[config.mk]
export PLATFORM = sky130hd
export DESIGN_NAME = stage_seq
export DESIGN_NICKNAME = d
export VERILOG_FILES = /design/src/rtl/stage_seq_pkg.sv /design/src/rtl/stage_seq_pick.sv /design/src/rtl/stage_seq_ctrl.sv /design/src/rtl/stage_seq_dp.sv /design/src/rtl/stage_seq.sv
export SDC_FILE = /design/constraint.sdc
export NUM_CORES = 1
export LEC_CHECK = 0
export BUFFER_PORTS_ARGS = -buffer_cell sky130_fd_sc_hd__buf_4
export CAP_MARGIN = 40
export CORE_AREA = 5 5 91 93
export CTS_CLUSTER_SIZE = 24
export DETAILED_ROUTE_END_ITERATION = 6
export DIE_AREA = 0 0 96 98
export PLACE_DENSITY = 0.74
export REMOVE_ABC_BUFFERS = 1
export SYNTH_ARGS = -nofsm -noshare
export SYNTH_HDL_FRONTEND = slang
export SYNTH_SLANG_ARGS = --single-unit
[constraint.sdc]
create_clock -name clk -period 2.7 [get_ports clk]
set_input_delay 0.81 -clock clk [delete_from_list [all_inputs] [get_ports clk]]
set_output_delay 0.81 -clock clk [all_outputs]
set_load 0.01 [all_outputs]
[src/rtl/stage_seq_pkg.sv]
package stage_seq_pkg;
  localparam int NUM_STAGES = 8;
  localparam int OP_W       = 3;

  typedef enum logic [OP_W-1:0] {
    OP_ADD = 3'd0,
    OP_SLL = 3'd1,
    OP_SW  = 3'd2,
    OP_LW  = 3'd3,
    OP_BEQ = 3'd4
  } opcode_e;

  // Stage bit positions, ascending in visit order
  localparam int ST_IM1  = 0;
  localparam int ST_IM2  = 1;
  localparam int ST_DEC  = 2;
  localparam int ST_REG  = 3;
  localparam int ST_SHFT = 4;
  localparam int ST_ALU  = 5;
  localparam int ST_DM1  = 6;
  localparam int ST_DM2  = 7;

  typedef struct packed {
    logic tickCycle;
    logic tickRetire;
  } strobe_t;

  // Stages used by each opcode; zero means unsupported
  function automatic logic [NUM_STAGES-1:0] stageMask(input logic [OP_W-1:0] op);
    logic [NUM_STAGES-1:0] m;
    m = '0;
    case (op)
      OP_ADD: begin
        m[ST_IM1] = 1'b1; m[ST_DEC] = 1'b1; m[ST_REG] = 1'b1;
        m[ST_ALU] = 1'b1; m[ST_DM2] = 1'b1;
      end
      OP_SLL: begin
        m[ST_IM1] = 1'b1; m[ST_REG] = 1'b1; m[ST_SHFT] = 1'b1; m[ST_DM2] = 1'b1;
      end
      OP_SW: begin
        m[ST_IM2] = 1'b1; m[ST_DEC] = 1'b1; m[ST_REG] = 1'b1;
        m[ST_ALU] = 1'b1; m[ST_DM1] = 1'b1;
      end
      OP_LW: begin
        m = '1; m[ST_SHFT] = 1'b0;
      end
      OP_BEQ: begin
        m[ST_IM1] = 1'b1; m[ST_IM2] = 1'b1; m[ST_REG] = 1'b1;
      end
      default: m = '0;
    endcase
    return m;
  endfunction
endpackage

[src/rtl/stage_seq_pick.sv]
// Isolates the lowest set bit of a vector with a ripple of "seen" flags.
module stage_seq_pick #(
  parameter int WIDTH = 8
) (
  input  logic [WIDTH-1:0] vecIn,
  output logic [WIDTH-1:0] lowOut
);
  logic [WIDTH:0] seen;
  assign seen[0] = 1'b0;
  for (genvar i = 0; i < WIDTH; i++) begin : g_pick
    assign lowOut[i]   = vecIn[i] & ~seen[i];
    assign seen[i + 1] = seen[i] | vecIn[i];
  end
endmodule

[src/rtl/stage_seq_ctrl.sv]
module stage_seq_ctrl
  import stage_seq_pkg::*;
(
  input  logic                  clk,
  input  logic                  rst,
  input  logic                  startIn,
  input  logic [OP_W-1:0]       opcodeIn,
  output logic [NUM_STAGES-1:0] stageActive,
  output logic                  busy,
  output logic                  done,
  output logic                  opError,
  output strobe_t               strobes
);
  logic [NUM_STAGES-1:0] pendMask;
  logic [NUM_STAGES-1:0] launchMask;
  logic [NUM_STAGES-1:0] launchLow;
  logic [NUM_STAGES-1:0] pendLow;
  logic                  opValid;

  assign launchMask = stageMask(opcodeIn);
  assign opValid    = |launchMask;

  stage_seq_pick #(.WIDTH(NUM_STAGES)) u_pickLaunch (.vecIn(launchMask), .lowOut(launchLow));
  stage_seq_pick #(.WIDTH(NUM_STAGES)) u_pickPend   (.vecIn(pendMask),   .lowOut(pendLow));

  assign busy = |stageActive;
  assign done = busy && (pendMask == '0);

  always_ff @(posedge clk) begin
    if (rst) begin
      stageActive <= '0;
      pendMask    <= '0;
      opError     <= 1'b0;
    end else begin
      opError <= 1'b0;
      if (busy) begin
        stageActive <= pendLow;
        pendMask    <= pendMask & ~pendLow;
      end else if (startIn) begin
        if (opValid) begin
          stageActive <= launchLow;
          pendMask    <= launchMask & ~launchLow;
        end else begin
          opError <= 1'b1;
        end
      end
    end
  end

  always_comb begin
    strobes.tickCycle  = busy;
    strobes.tickRetire = done;
  end
endmodule

[src/rtl/stage_seq_dp.sv]
module stage_seq_dp
  import stage_seq_pkg::*;
#(
  parameter int CNT_W = 32
) (
  input  logic             clk,
  input  logic             rst,
  input  strobe_t          strobes,
  output logic [CNT_W-1:0] retiredCount,
  output logic [CNT_W-1:0] cycleCount
);
  localparam logic [CNT_W-1:0] ONE = CNT_W'(1);

  always_ff @(posedge clk) begin
    if (rst) begin
      retiredCount <= '0;
      cycleCount   <= '0;
    end else begin
      if (strobes.tickCycle)  cycleCount   <= cycleCount + ONE;
      if (strobes.tickRetire) retiredCount <= retiredCount + ONE;
    end
  end
endmodule

[src/rtl/stage_seq.sv]
module stage_seq
  import stage_seq_pkg::*;
#(
  parameter int CNT_W = 32
) (
  input  logic                  clk,
  input  logic                  rst,
  input  logic                  startIn,
  input  logic [OP_W-1:0]       opcodeIn,
  output logic [NUM_STAGES-1:0] stageActive,
  output logic                  busy,
  output logic                  done,
  output logic                  opError,
  output logic [CNT_W-1:0]      retiredCount,
  output logic [CNT_W-1:0]      cycleCount
);
  strobe_t strobes;

  stage_seq_ctrl u_ctrl (
    .clk(clk), .rst(rst), .startIn(startIn), .opcodeIn(opcodeIn),
    .stageActive(stageActive), .busy(busy), .done(done),
    .opError(opError), .strobes(strobes)
  );

  stage_seq_dp #(.CNT_W(CNT_W)) u_dp (
    .clk(clk), .rst(rst), .strobes(strobes),
    .retiredCount(retiredCount), .cycleCount(cycleCount)
  );
endmodule

==> results.cfg <==
[timing]
rsz0062_at_grt = no
hold_slack_ns = 0.497
finalClockSkew_ns = 0.0113
worst_slew_pin_slew_ns = 0.535
fmax_mhz = 382
period_minus_slack_ns = 2.62
final_hold_viol_count = 0
finalSetupViolCount = 0
drv_slew = 0
max_slew_margin = 0.644
layout_setup_ws_ns = 0.0810
final.period_utilization = 0.970
setup_tns_ns = 0

[synth]
synth_area_leaders = dfxtp_1 (45%), xor2_1 (9.0%), nor2_1 (7.1%)
synth.cell_area_um2 = 3590
yosys.area.top_type = dfxtp_1
syn-mean-instance-area_um2 = 8.53
ys_seq_elements = 80
yosys_warnings = 0
synth.distinct_cells = 39
yosysSeqAreaShare = 0.446
synth_top_area_frac = 0.446
postSynthCellCount = 421

[global_route]
grt_max_degree = 52
grt_pass1_wl_um = 14200
grt_usage = 0.186
overflow = 0
grt_pass1_vias = 3077
antenna_found_initial = 0

[clocking]
clockBufferDepth = 2
cts-root-buf = clkbuf_8
cts_setup_buffers = 0
ctsHoldBuffers = 0
htree_levels = 3
clock-sinks = 80
cts_made_buffers = 9
cts_tree = yes
path_clk_slew_ns = 0.08
insertion_delay_ns = 0.36

[setup_path]
cp_cell_sequence = or4_4, nor3_4, and2_4, buf_4
cp_slowest_cell = or4_4
worstPathRequired_ns = 1.89
worst-endpoint-arrival_ns = 1.81
cp-end-kind = primary output
slowest_delay_ns = 0.60
reg2reg_slack_ns = 0.41
worstSetupPathType = reg2out
start_kind = flip-flop
crit_fanout = 8

[layout]
num_antenna_cells = 0
areaGrowthSynthToFinish_pct = 27.0
final_common_cell = buf_4
drive_gt1_frac = 0.223
fin_nets = 514
layout_common_cells = buf_4 (93), dfxtp_1 (80), nor2_1 (68)
final_area_um2 = 4560

[detailed_routing]
drc = 0
firstDrtPassIters = 4
avgViaCountPerCell = 5.41
vias = 3318
wirelength_um = 8700
drtIter0Drc = 160
wire_per_inst_um = 14.2
final_antenna_net_count = 0

[floorplanning]
io_pins = 81
die_x_um = 96
rows = 32
dieArea_um2 = 9410
initial_core_util = 0.482
die_h_um = 98
core-area_um2 = 7450

[placed_design]
port_buffers = 80
hpwl_um = 6060
preCtsSetupSlack_ns = 0.361
gp_congestion = 0.786
placed_area_um2 = 4350

[pwr]
swShare = 0.258
p_clk_frac = 0.396
ir_drop_v = 0.000462
power_frac_seq = 0.530
combPwrFrac = 0.075
internal-power_mw = 1.70
switchingPower_mw = 0.592
p_leak_nw = 1.77
p_per_area_nw_per_um2 = 502

[status]
outcome = finished clean

[worst_hold_path]
min_path_type = reg2reg

[flow_run]
cap_violations = 0
state kept, by name (all words and copies together) (netlist names):
register,flops
u_ctrl.pendMask,7
u_ctrl.opError,1
u_dp.retiredCount,32
u_dp.cycleCount,32
u_ctrl.stageActive,8
layout make-up:
cell class                      instances  area (um^2)
Clock inverter                          7         80.1
Sequential cell                        80         1600
Clock buffer                            9          124
Fill cell                             673         2890
Inverter                                9         33.8
Timing Repair Buffer                   93          698
Tap cell                              102          128
Multi-Input combinational cell        313         1900
per-stage QoR:
step	cells	util	power, mW
after floorplan	402	-	1.32
final	613	0.612	2.29
after global routing	613	0.612	2.38
after CTS	613	0.611	2.31
after global placement	597	0.584	1.40
after detailed placement	597	0.584	1.41
worst max-delay path, delay by kind of cell, from the launching register on:
family	cells	cell delay, ns
simple gates	3	0.96
flops	1	0.37
buf+inv	1	0.12
cells in the mapped netlist (all sizes together):
master,instances
dfxtp,80
nor2,68
xor2,37
nand4,34
nand3,28
a21oi,23
nand2,20
clkbuf,17
xnor2,12
and3,10
o21ai,10
inv,9
or4,8
and2,7
nand2b,7
or3,7
nor4,6
o31ai,6
nor3,5
nor4b,4
and4,3
a211oi,2
buf,2
ha,2
nor2b,2
o311ai,2
o41ai,2
a2111oi,1
a22oi,1
a32oi,1
nand3b,1
nand4bb,1
nor3b,1
o211ai,1
or4b,1
power by group through the flow:
stage,clock network (mW),registers (mW),logic [mW]
6_report,0.906,1.21,0.171
5_1_grt,0.977,1.22,0.189
2_1_floorplan,0,1.24,0.0812
3_5_place_dp,0,1.24,0.165
3_3_place_gp,0,1.24,0.164
4_1_cts,0.930,1.21,0.167
per-layer routing:
| metal | part of all wire | wire length [um] | vias up | GRT usage |
|---|---|---|---|---|
| met5 | 0 | 0 | - | 0 |
| met4 | 0.017 | 146 | 0 | 0.0722 |
| met3 | 0.037 | 322 | 13 | 0.0393 |
| met2 | 0.49 | 4220 | 63 | 0.302 |
| met1 | 0.46 | 4010 | 1573 | 0.240 |
| li1 | - | - | 1669 | - |
final timing paths:
check                                           start                     to  depth (start not counted)
worst max register to register     u_ctrl.pendMask[2]  u_dp.retiredCount[29]                          6
worst min register to register  u_dp.retiredCount[31]  u_dp.retiredCount[31]                          2
worst min-delay path            u_dp.retiredCount[31]  u_dp.retiredCount[31]                          2
worst max-delay path               u_ctrl.pendMask[2]                   done                          4
cell families after synthesis:
group,count (synthesis),share of synthesized area
adder cells (fa/ha/maj),2,0.00697
XOR/XNOR,49,0.120
buffers and inverters,28,0.0300
AND/OR/NAND/NOR,213,0.316
flip-flops,80,0.446
AO/OA/AOI/OAI,49,0.0816
repair_timing:
item	4_1_cts	5_1_grt
resized for setup	1	3
gates cloned	0	0
endpoints found under the setup margin	1	1
pin swaps	0	0
Power figures use the tool's default switching activity.
